$ cat src/rtl/aes_slice_pkg.sv
package aes_slice_pkg;

  localparam int unsigned BYTE_W = 8;
  localparam int unsigned WORD_W = 32;
  localparam logic [7:0] AFF_FWD_C = 8'h63;
  localparam logic [7:0] AFF_INV_C = 8'h05;

  function automatic logic [7:0] gf_dbl(input logic [7:0] a);
    return {a[6:0], 1'b0} ^ (a[7] ? 8'h1b : 8'h00);
  endfunction

  function automatic logic [7:0] gf_mul(input logic [7:0] a, input logic [7:0] b);
    logic [7:0] acc;
    logic [7:0] p;
    acc = 8'h00;
    p   = a;
    for (int i = 0; i < 8; i++) begin
      if (b[i]) acc = acc ^ p;
      p = gf_dbl(p);
    end
    return acc;
  endfunction

  // a^254 equals the multiplicative inverse; zero maps to zero
  function automatic logic [7:0] gf_inv(input logic [7:0] a);
    logic [7:0] pw;
    logic [7:0] acc;
    pw  = a;
    acc = 8'h01;
    for (int i = 1; i < 8; i++) begin
      pw  = gf_mul(pw, pw);
      acc = gf_mul(acc, pw);
    end
    return acc;
  endfunction

  function automatic logic [7:0] rotl8(input logic [7:0] a, input int unsigned n);
    logic [15:0] d;
    d = {a, a} << n;
    return d[15:8];
  endfunction

endpackage

$ cat src/rtl/aes_slice_sbox.sv
module aes_slice_sbox
  import aes_slice_pkg::*;
(
  input  logic [7:0] byte_in,
  input  logic       fwd,
  output logic [7:0] byte_out
);

  logic [7:0] fwd_res;
  logic [7:0] inv_pre;
  logic [7:0] inv_res;

  always_comb begin
    logic [7:0] t;
    t       = gf_inv(byte_in);
    fwd_res = t ^ rotl8(t, 1) ^ rotl8(t, 2) ^ rotl8(t, 3) ^ rotl8(t, 4) ^ AFF_FWD_C;
  end

  always_comb begin
    inv_pre = rotl8(byte_in, 1) ^ rotl8(byte_in, 3) ^ rotl8(byte_in, 6) ^ AFF_INV_C;
    inv_res = gf_inv(inv_pre);
  end

  assign byte_out = fwd ? fwd_res : inv_res;

endmodule

$ cat src/rtl/aes_slice_mix.sv
module aes_slice_mix
  import aes_slice_pkg::*;
(
  input  logic [7:0]  s_in,
  input  logic        fwd,
  input  logic        mix,
  output logic [31:0] word
);

  always_comb begin
    if (!mix) begin
      word = {24'h000000, s_in};
    end else if (fwd) begin
      word = {gf_mul(s_in, 8'h03), s_in, s_in, gf_dbl(s_in)};
    end else begin
      word = {gf_mul(s_in, 8'h0b), gf_mul(s_in, 8'h0d),
              gf_mul(s_in, 8'h09), gf_mul(s_in, 8'h0e)};
    end
  end

  // a nonzero byte never expands to an all-zero word and zero stays zero
  always_comb begin
    a_r5_zero_iff_zero: assert ((s_in == 8'h00) == (word == 32'h0))
      else $error("mixed word zero-ness does not follow substituted byte");
  end

endmodule

$ cat src/rtl/aes_slice_place.sv
module aes_slice_place (
  input  logic [31:0] word,
  input  logic [31:0] acc,
  input  logic [1:0]  lane,
  output logic [31:0] res
);

  logic [4:0]  shamt;
  logic [63:0] dbl;

  assign shamt = {lane, 3'b000};
  assign dbl   = {word, word} << shamt;
  assign res   = dbl[63:32] ^ acc;

endmodule

$ cat src/rtl/aes_slice_round.sv
module aes_slice_round #(
  parameter int unsigned XLEN = 64
) (
  input  logic            clk,
  input  logic            rst,
  input  logic            in_valid,
  output logic            in_ready,
  input  logic [XLEN-1:0] in_rs1,
  input  logic [XLEN-1:0] in_rs2,
  input  logic [1:0]      in_idx,
  input  logic            in_enc,
  input  logic            in_mix,
  output logic            out_valid,
  input  logic            out_ready,
  output logic [XLEN-1:0] out_data
);

  localparam int unsigned EXT_W = XLEN - 32;

  logic [7:0]      sel_byte;
  logic [7:0]      sub_byte;
  logic [31:0]     col_word;
  logic [31:0]     res32;
  logic [XLEN-1:0] res_ext;
  logic            take;

  assign sel_byte = in_rs2[{in_idx, 3'b000} +: 8];

  aes_slice_sbox u_sbox (
    .byte_in (sel_byte),
    .fwd     (in_enc),
    .byte_out(sub_byte)
  );

  aes_slice_mix u_mix (
    .s_in(sub_byte),
    .fwd (in_enc),
    .mix (in_mix),
    .word(col_word)
  );

  aes_slice_place u_place (
    .word(col_word),
    .acc (in_rs1[31:0]),
    .lane(in_idx),
    .res (res32)
  );

  generate
    if (XLEN > 32) begin : g_sext
      assign res_ext = {{EXT_W{res32[31]}}, res32};
    end else begin : g_plain
      assign res_ext = res32;
    end
  endgenerate

  assign in_ready = !out_valid || out_ready;
  assign take     = in_valid && in_ready;

  always_ff @(posedge clk) begin
    if (rst) begin
      out_valid <= 1'b0;
    end else if (take) begin
      out_valid <= 1'b1;
    end else if (out_ready) begin
      out_valid <= 1'b0;
    end
  end

  always_ff @(posedge clk) begin
    if (take) out_data <= res_ext;
  end

  a_r10_reset_clears: assert property (@(posedge clk) rst |=> !out_valid)
    else $error("out_valid set after reset");

  a_r8_one_cycle: assert property (@(posedge clk) disable iff (rst)
    (in_valid && in_ready) |=> out_valid)
    else $error("accepted request not presented next cycle");

  a_r9_hold_stalled: assert property (@(posedge clk) disable iff (rst)
    (out_valid && !out_ready) |=> (out_valid && $stable(out_data)))
    else $error("stalled result changed or vanished");

  a_r6_other_lanes_kept: assert property (@(posedge clk) disable iff (rst)
    (in_valid && in_ready && !in_mix) |=>
      (((out_data[31:0] ^ $past(in_rs1[31:0])) & ~(32'hFF << {$past(in_idx), 3'b000})) == 32'h0))
    else $error("unmixed result touched a byte outside the selected lane");

endmodule

$ cat config.mk
export PLATFORM = sky130hd
export DESIGN_NAME = aes_slice_round
export DESIGN_NICKNAME = d
export VERILOG_FILES = /design/src/rtl/aes_slice_pkg.sv /design/src/rtl/aes_slice_sbox.sv /design/src/rtl/aes_slice_mix.sv /design/src/rtl/aes_slice_place.sv /design/src/rtl/aes_slice_round.sv
export SDC_FILE = /design/constraint.sdc
export NUM_CORES = 1
export LEC_CHECK = 0
export BUFFER_PORTS_ARGS = -buffer_cell sky130_fd_sc_hd__buf_4
export CORE_ASPECT_RATIO = 0.7
export CORE_MARGIN = 1
export CORE_UTILIZATION = 40
export CTS_CLUSTER_SIZE = 40
export DETAILED_ROUTE_END_ITERATION = 16
export GPL_ROUTABILITY_DRIVEN = 0
export PLACE_DENSITY_LB_ADDON = 0.12
export SETUP_SLACK_MARGIN = 0.02
export SLEW_MARGIN = 20
export SYNTH_ARGS = -nofsm -noshare
export SYNTH_HDL_FRONTEND = slang
export SYNTH_SLANG_ARGS = --single-unit
$ cat constraint.sdc
create_clock -name clk -period 22.3 [get_ports clk]
set_input_delay 4.46 -clock clk [delete_from_list [all_inputs] [get_ports clk]]
set_output_delay 4.46 -clock clk [all_outputs]
set_load 0.02 [all_outputs]
**After elaboration in Yosys (flattened, before gate mapping)**

Cells that the tools add are included.

- Output and inout port bits: 66
- Flip-flop bits (word level): 33
- Logic and storage cells: 832
- Input bits: 136

- Bitwise gates (word level): 398
- Reductions and logical operators: 4
- Multiplexer cells: 426
- Shift operators: 2

Operators with widths:

| operator | number |
|---|---|
| $xor A8 B8 Y8 | 381 |
| $mux W8 | 223 |
| $mux W5 | 187 |
| $mux W32 | 2 |
| $shiftx A64 B6 Y8 | 1 |
| $shl A64 B5 Y64 | 1 |
| $xor A32 B32 Y32 | 1 |
| $mux W7 | 2 |
| $not A1 Y1 const A | 14 |
| $mux W6 | 2 |
| $mux W4 | 2 |
| $mux W3 | 2 |
| $mux W1 | 4 |
| $mux W2 | 2 |
| $not A4 Y4 | 1 |
| $not A2 Y2 | 1 |
| $reduce_bool A2 Y1 | 1 |
| $logic_and A1 B1 Y1 | 1 |
| $logic_not A1 Y1 | 1 |
| $logic_or A1 B1 Y1 | 1 |

**Longest topological paths before layout**

Gate-level depths: netlist (run 1).

- Word-level depth: 146
- Mapped depth: 76

**Cells and area by module**

From an unflattened synthesis (run 1), not the netlist that was laid out.

- Cell total of the unflattened synthesis: 4337
- Area, all modules: 32442.4 um^2

By module, submodules not included:

| module | area an instance (um^2) | cells each | instances | sequential area each (um^2) |
|---|---|---|---|---|
| aes_slice_sbox | 28924.0 | 4057 | 1 | 0.0 |
| aes_slice_round | 1438.9 | 79 | 1 | 980.9 |
| aes_slice_place | 1104.8 | 72 | 1 | 0.0 |
| aes_slice_mix | 974.7 | 129 | 1 | 0.0 |

**Worst setup path before layout (run 1)**

No wires, ideal clock.

- Path kind: in2reg
- From: input port in_idx[0]
- To: register out_data[10] (data pin)
- Path buffers: 13
- Setup slack: 373 ps
- Cell stages on the path: 71
- Arrival time: 21664 ps
- Path through: buf_6 -> mux4_2 -> buf_4 -> buf_6 -> buf_2 -> ha_1 -> clkbuf_1 -> nand2_1 -> xnor2_1 -> inv_1 -> buf_2 -> clkbuf_1 -> ha_1 -> clkbuf_1 -> xnor2_1 -> xnor2_1 -> a21oi_2 -> xnor2_1 -> (+35 left out) -> or2_2 -> clkbuf_1 -> mux2i_1 -> xor2_1 -> o21ai_1 -> a211o_1 -> o2111a_1 -> o22ai_1 -> xor3_2 -> xor3_1 -> xnor3_1 -> mux2_2 -> buf_2 -> xnor3_1 -> nor2_1 -> o32a_1 -> mux2i_1 -> xor2_1

- Longest elaborated chain between the ends: 142
- Elaborated cells between the ends (all ways): 809
- Those cells by class: shift: 2; mux: 423; bitwise: 384

Ends and longest elaborated chain:

| item | line | RTL |
|---|---|---|
| start: declaration | aes_slice_round.sv:10 | `input logic [1:0] in_idx,` |
| $shiftx A64 B6 Y8 | aes_slice_round.sv:27 | `assign sel_byte = in_rs2[{in_idx, 3'b000} +: 8];` |
| $mux W5 (tied with other cells) | aes_slice_pkg.sv:9 | `return {a[6:0], 1'b0} ^ (a[7] ? 8'h1b : 8'h00);` |
| $xor A8 B8 Y8, on equally long branches | aes_slice_pkg.sv:9, aes_slice_pkg.sv:18 |  |
| $xor A8 B8 Y8 / $mux W8 (equally long branches) | aes_slice_pkg.sv:18 | `if (b[i]) acc = acc ^ p;` |
| $mux W8 / $xor A8 B8 Y8 (equally long branches) | aes_slice_pkg.sv:18 |  |
| $xor A8 B8 Y8 / $mux W8 (equally long branches) | aes_slice_pkg.sv:18 |  |
| $mux W8 / $xor A8 B8 Y8 (equally long branches) | aes_slice_pkg.sv:18 |  |
| $xor A8 B8 Y8 / $mux W8 (equally long branches) | aes_slice_pkg.sv:18 |  |
| (+127 left out) | -- |  |
| $mux W8 | aes_slice_mix.sv:13 | `end else if (fwd) begin` |
| $mux W8 | aes_slice_mix.sv:11 | `if (!mix) begin` |
| $xor A8 B8 Y8 | aes_slice_pkg.sv:18 |  |
| $mux W32 | aes_slice_mix.sv:13 |  |
| $mux W32 | aes_slice_mix.sv:11 |  |
| $shl A64 B5 Y64 * | aes_slice_place.sv:12 | `assign dbl = {word, word} << shamt;` |
| $xor A32 B32 Y32 * | aes_slice_place.sv:13 | `assign res = dbl[63:32] ^ acc;` |
| via res32[10] | aes_slice_round.sv:23 | `logic [31:0] res32;` |
| end signal: assignment | aes_slice_round.sv:71 | `if (take) out_data <= res_ext;` |
| end: declaration | aes_slice_round.sv:15 | `output logic [XLEN-1:0] out_data` |

Mark *: on every way through the listed nets, which the timed path passes. The rest lies on a longest branch. The select of a mux whose other input is x is not followed.
A chain may end at the register's enable or synchronous reset.

**Worst setup path after layout (run 1)**

- From: input port in_idx[0]
- To: register out_data[26] (data pin)

The elaborated chain is that of the path after synthesis.

==> results of run 1 <==
-- critical path: cells and delay by family --
kind,cells,cell delay (ps)
xor gates and xnor gates,28,10350
and+or+nand+nor,9,1660
muxes,4,1580
AOI/OAI and AO/OA,6,1480
buffers and inverters,6,1270
adders and majority gates,2,800
-- layout make-up --
class                   count  area (sq um)  area share
flip-flops and latches     33         980.9     0.02603
well taps                1080          1351     0.03586
multi-input cells        3954         31390      0.8330
repair buffers            467          3556     0.09437
clock inverters             3         46.29    0.001229
inverters                  61         232.7    0.006177
clock buffers               5         125.1    0.003321
-- final timing paths --
kind / startpoint / end / slack [ps] / depth (start not counted)
max: in_idx[0] / out_data[26] / 730 / 55
min reg2reg: out_valid / out_valid / 520 / 2
max reg2reg: out_valid / out_data[13] / 20930 / 2
min: out_valid / out_valid / 520 / 2
-- cells by family after synthesis --
logic type | share of synthesized area
simple gates | 0.1935
buf+inv | 0.05485
compound gates | 0.1696
fa+ha+maj | 0.006537
mux | 0.05989
xor+xnor | 0.4862
flops | 0.02946
-- state kept, by name, summed over array words and instances (netlist names) --
name / cells
out_data: 32
out_valid: 1
-- stage by stage --
| stage | std cells | util |
|---|---|---|
| finish | 5603 | 0.4575 |
| global route | 5603 | 0.4575 |
| CTS | 5568 | 0.4465 |
| detailed placement | 5560 | 0.4443 |
| global placement | 5560 | 0.4443 |
| floorplan | 4385 | - |
-- cells in the final DEF (no fill, tap or decap), types with 12 or more instances in the layout --
master    count
xnor2_2     105
ha_1         14
xnor2_4      21
a31oi_1      33
mux2_2       29
o22ai_1      59
nor4_1       12
or3_1        22
nand2_1     403
xor2_2       30
xnor2_1     757
a22oi_1      27
a21oi_1     246
a221oi_1     19
nor2b_1      27
xor2_1      254
nand3_1      98
o21ai_0     169
xnor3_1     155
xnor3_2      35
nand2b_1     28
or2_2        18
edfxtp_1     32
nand4_1      15
mux2i_1     138
and2_1       26
a211oi_1     45
o21ai_1      28
o211ai_1     28
and3_1       19
o221ai_1     15
xor3_1       26
buf_4       463
nor2_1      636
o31ai_1      13
nor3_1      128
inv_1        44
a21o_1       18
-- per-layer routing --
| metal | track usage | wire length, um |
|---|---|---|
| met1 | 0.4290 | 58470 |
| met2 | 0.3375 | 42580 |
| met3 | 0.03260 | 9652 |
| met4 | 0.01809 | 505 |
| met5 | 0 | 24 |
-- timing repair --
item                                    in CTS  in global routing
pin swaps                                    1                 16
gates resized for setup                      1                100
cloned                                       0                  0
setup buffers                                0                 35
endpoints found under the setup margin       3                 32
==> metrics.txt, run 1 <==
Hold Buf Count CTS=0; CTS Buffer Depth=2; Max Transition Viols Final=0; Layout Skew=23.01 ps; vias in the first global route=28,351; final hold vios=0; Crit Path Category=input port to register; slack of the critical path=733.5 ps; Slew headroom=0.2631; Top FF cell, synth=edfxtp_1; DP Worst Slack=-335.0 ps; Pre-antenna DRT Iters=5; placed cell area=0.03659 sq mm; Crit path top cell by count=xnor3_1; final setup vio count=0; post-route ant nets=0; CP max stage delay=680 ps; GRT Util Overall=0.2535; Initial Utilization=0.4044; H-tree levels=2; Final Critical Period=21,570 ps; Root Driver=clkbuf_16; largest net degree at the start of global routing=between 40 and 50; Max Cap Viol=0; number of clock sinks=33; first-pass GRT wire length=172.2 mm; Vert. Die Dim=243.4 um; ANT cells=0; setup_tns=0 ps; layout cells sized above 1=0.1773; Worst-path clk slew=90 ps; status=finished, final reports clean; final worst-path cycle share=0.9671; Critical Path Start Type=input port; Synth warnings=0; design area=0.03768 sq mm; Syn Std Cell Area=between 0.03 and 0.04 sq mm; TritonCTS Buffers=5; total core area=0.08236 sq mm; worst slew pin tran=1097 ps; Die ar.=0.08443 sq mm; initial antenna violation count=5; Avg Inst Size Synth=7.595 sq um; DP HPWL=85.94 mm; Min-Delay Path Class=register to register; drc violations=0; Synth area leader=xnor2_1; most frequent cells after synthesis=xnor2_1 (822), nor2_1 (636), nand2_1 (404); count of cell types in the netlist=108; drt wl/cell=19.85 um; GRT overflow=0; die width=roughly 350 um; Layout area overhead=13.14%; Area contributors post-synth=xnor2_1 (22%), xnor3_1 (11%), nor2_1 (7.2%); Hold WS=522.7 ps; Starting DRT DRC Count=3,364; routed via count=31,647; Mapped Nets=4,536; Post-synth EDFFs=32; layout net count=~4,700; critical path required time=22,390 ps; sequential fraction of the synthesis area=0.02946; worst skew pair latency=340 ps; CP arrival=21,660 ps; top cell type's share of synthesized area=0.2162; PortBufs=137; Vias/cell=about 5.6; TritonCTS clock tree=built; fmax=46.37 MHz; Async SR Flop Fraction=0; top-count cell post-synth=xnor2_1; Fillers=~8,300; slowest CP cell=mux4_2; Yosys reg bits=33; Synth Instances=4,385; row cnt=roughly 90; crit path max fanout=13; IO Count=202; crit end category=register; total wire length=around 110 mm
Power of run 1 is left out: the tool's default activity adds up to more than one toggle a clock period on the data nets, which glitch-free logic cannot reach.
==> inputs of run 2 (changes only) <==
Settings changed: PLACE_DENSITY set to 0.66, PLACE_DENSITY_LB_ADDON 0.12 to not set.
Clock period 22.3 ns to 25.7 ns, I/O delays scaled along.
==> run 2 against run 1 <==
Effect of this change:
- register-to-register slack improved by 3300 ps
- sequential share of layout area rose by 0.13 points
- global-route usage decreased by 1.8 points
- cell area decreased by 4.8%
==> metrics.txt, run 2 (same netlist as run 1, synthesis figures left out) <==
Layout Skew=19.57 ps (-3.447 ps); final hold vios=0 (unchanged); Vert. Die Dim=243.4 um (unchanged); Reg area=980.9 sq um (unchanged); RSZ-0062 raised after global routing=yes; Vias/cell=5.764 (+2.0%); H-tree levels=2 (unchanged); number of clock sinks=33 (unchanged); layout cells sized above 1=0.1321 (-0.04524); Crit path top cell by count=xnor2_1; most flop-heavy register=out_data; Crit Path Category=input port to register; IO Count=202 (unchanged); Hold Crit Depth=2 (unchanged); Slew headroom=0.2300 (-0.03310); DP HPWL=78.41 mm (-8.8%); fmax=40.64 MHz; capturing point of the worst reg2reg path=out_data[27]; Layout area overhead=7.762%; layout net count=4,511 (-3.5%); TritonCTS clock tree=built; initial antenna violation count=2 (-3); Critical Path Start Type=input port; GRT Util Overall=0.2356 (-0.01783); most frequent cells in the layout=xnor2_1 (782), nor2_1 (636), nand2_1 (404), buf_4 (305), xor2_1 (262); largest net degree at the start of global routing=48 (unchanged); slowest CP cell=mux4_2; PortBufs=137 (unchanged); vias in the first global route=28,315 (-0.13%); crit end category=register; CTS Buffer Depth=2 (unchanged); max FFs per register=32 (unchanged); crit path max fanout=47 (+34); DP Cell Count=5,433 (-2.3%); PostCTS Resize Cnt=0 (-1); multi-input logic area=0.03086 sq mm (-1.7%); R2R Setup Slk=24,270 ps (+3340 ps); GRT overflow=0 (unchanged); Hold Path End=out_valid; placed cell area=0.03561 sq mm (-2.7%); critical path required time=25,740 ps (+3350 ps); CP max stage delay=880 ps (+200 ps); final setup vio count=0 (unchanged); first-pass GRT wire length=162.3 mm (-5.7%); worst slew pin tran=1147 ps (+49.30 ps); Worst-path clk slew=70 ps (-20 ps); RR Startpoint=out_valid; row cnt=88 (unchanged); Pre-antenna DRT Iters=7 (+2); Post-CTS Setup Repair Bufs=0 (unchanged); worst skew pair latency=340 ps (about the same); Hold Buf Count CTS=0 (unchanged); post-route ant nets=0 (unchanged); total wire length=102.9 mm (-7.5%); Initial Utilization=0.4044 (unchanged); Final Critical Period=around 25,000 ps; CP arrival=24,640 ps (+2980 ps); TritonCTS Buffers=5 (unchanged); Die ar.=0.08443 sq mm (unchanged); Root Driver=clkbuf_16; non-filler cells in the finished layout=5,443 (-2.9%); final worst-path cycle share=0.9575; Hold Startpoint=out_valid; reg2reg path depth=2 (unchanged); drc violations=0 (unchanged); Min-Delay Path Class=register to register; design area=0.03589 sq mm (-4.8%); die width=346.9 um (unchanged); top flop regs=out_data (32), out_valid (1); total core area=0.08236 sq mm (unchanged); routed via count=31,371 (-0.87%); most common cell after layout, fill and taps aside=xnor2_1; status=finished, final reports clean; Max Cap Viol=0 (unchanged); Fillers=8,247 (-0.96%); Max Transition Viols Final=0 (unchanged); drt wl/cell=18.90 um (-4.8%); Starting DRT DRC Count=3,611 (+7.3%)
run 2: cell count changes in the layout (fill, tap and decap cells not counted), moves of 11 or more:
cell / change
buf_4: -158
xnor3_1: +14
xnor2_4: -11
xnor2_2: -14
xnor2_1: +25
xnor3_2: -13
run 2: critical path: cells and delay by family:
kind	cells	cell delay, ps
multiplexers	4	1890
AO/OA/AOI/OAI	6	1220
buffers and inverters	5	1460
adder cells (fa/ha/maj)	2	940
XOR/XNOR	33	12600
AND/OR/NAND/NOR	8	1260
run 2: layout make-up:
class / count / share of cell area
Multi-Input combinational cell: 3954 / 0.8601
Timing Repair Buffer: 305 / 0.06380
Tap cell: 1080 / 0.03765
Sequential cell: 33 / 0.02733
Inverter: 61 / 0.006380
Clock buffer: 5 / 0.003487
Clock inverter: 3 / 0.001151
Antenna cell: 2 / 0.0001395
run 2: through the flow:
step	TNS (ps)	utilization	setup WS [ps]	hold slack, ps
final	0	0.4357	1092	539.5
after global routing	-70.21	0.4357	-40.98	576.5
after CTS	0	0.4344	1043	542.3
after detailed placement	0	0.4324	760.1	532.6
after global placement	0	0.4324	1098	507.6
after floorplan	0	-	3093	729.0
run 2: worst max path at each step:
stage	from	endpoint	slack [ps]	cells after the start
finish	in_idx[0]	out_data[1]	1090	58
detailed placement	in_idx[0]	out_data[20]	760	60
global placement	in_idx[0]	out_data[5]	1100	57
global route	in_idx[0]	out_data[22]	-40	60
CTS	in_idx[0]	out_data[4]	1040	60
floorplan	in_idx[0]	out_data[10]	3090	71
run 2: metal layers:
metal,vias to the layer above,part of all wire,track usage
met1,14824,0.48,0.3716
met2,1428,0.38,0.3181
li1,15055,-,-
met3,64,0.13,0.06604
met4,0,0.0086,0.02147
met5,-,0,0
Power of run 2 is left out for the same reason.
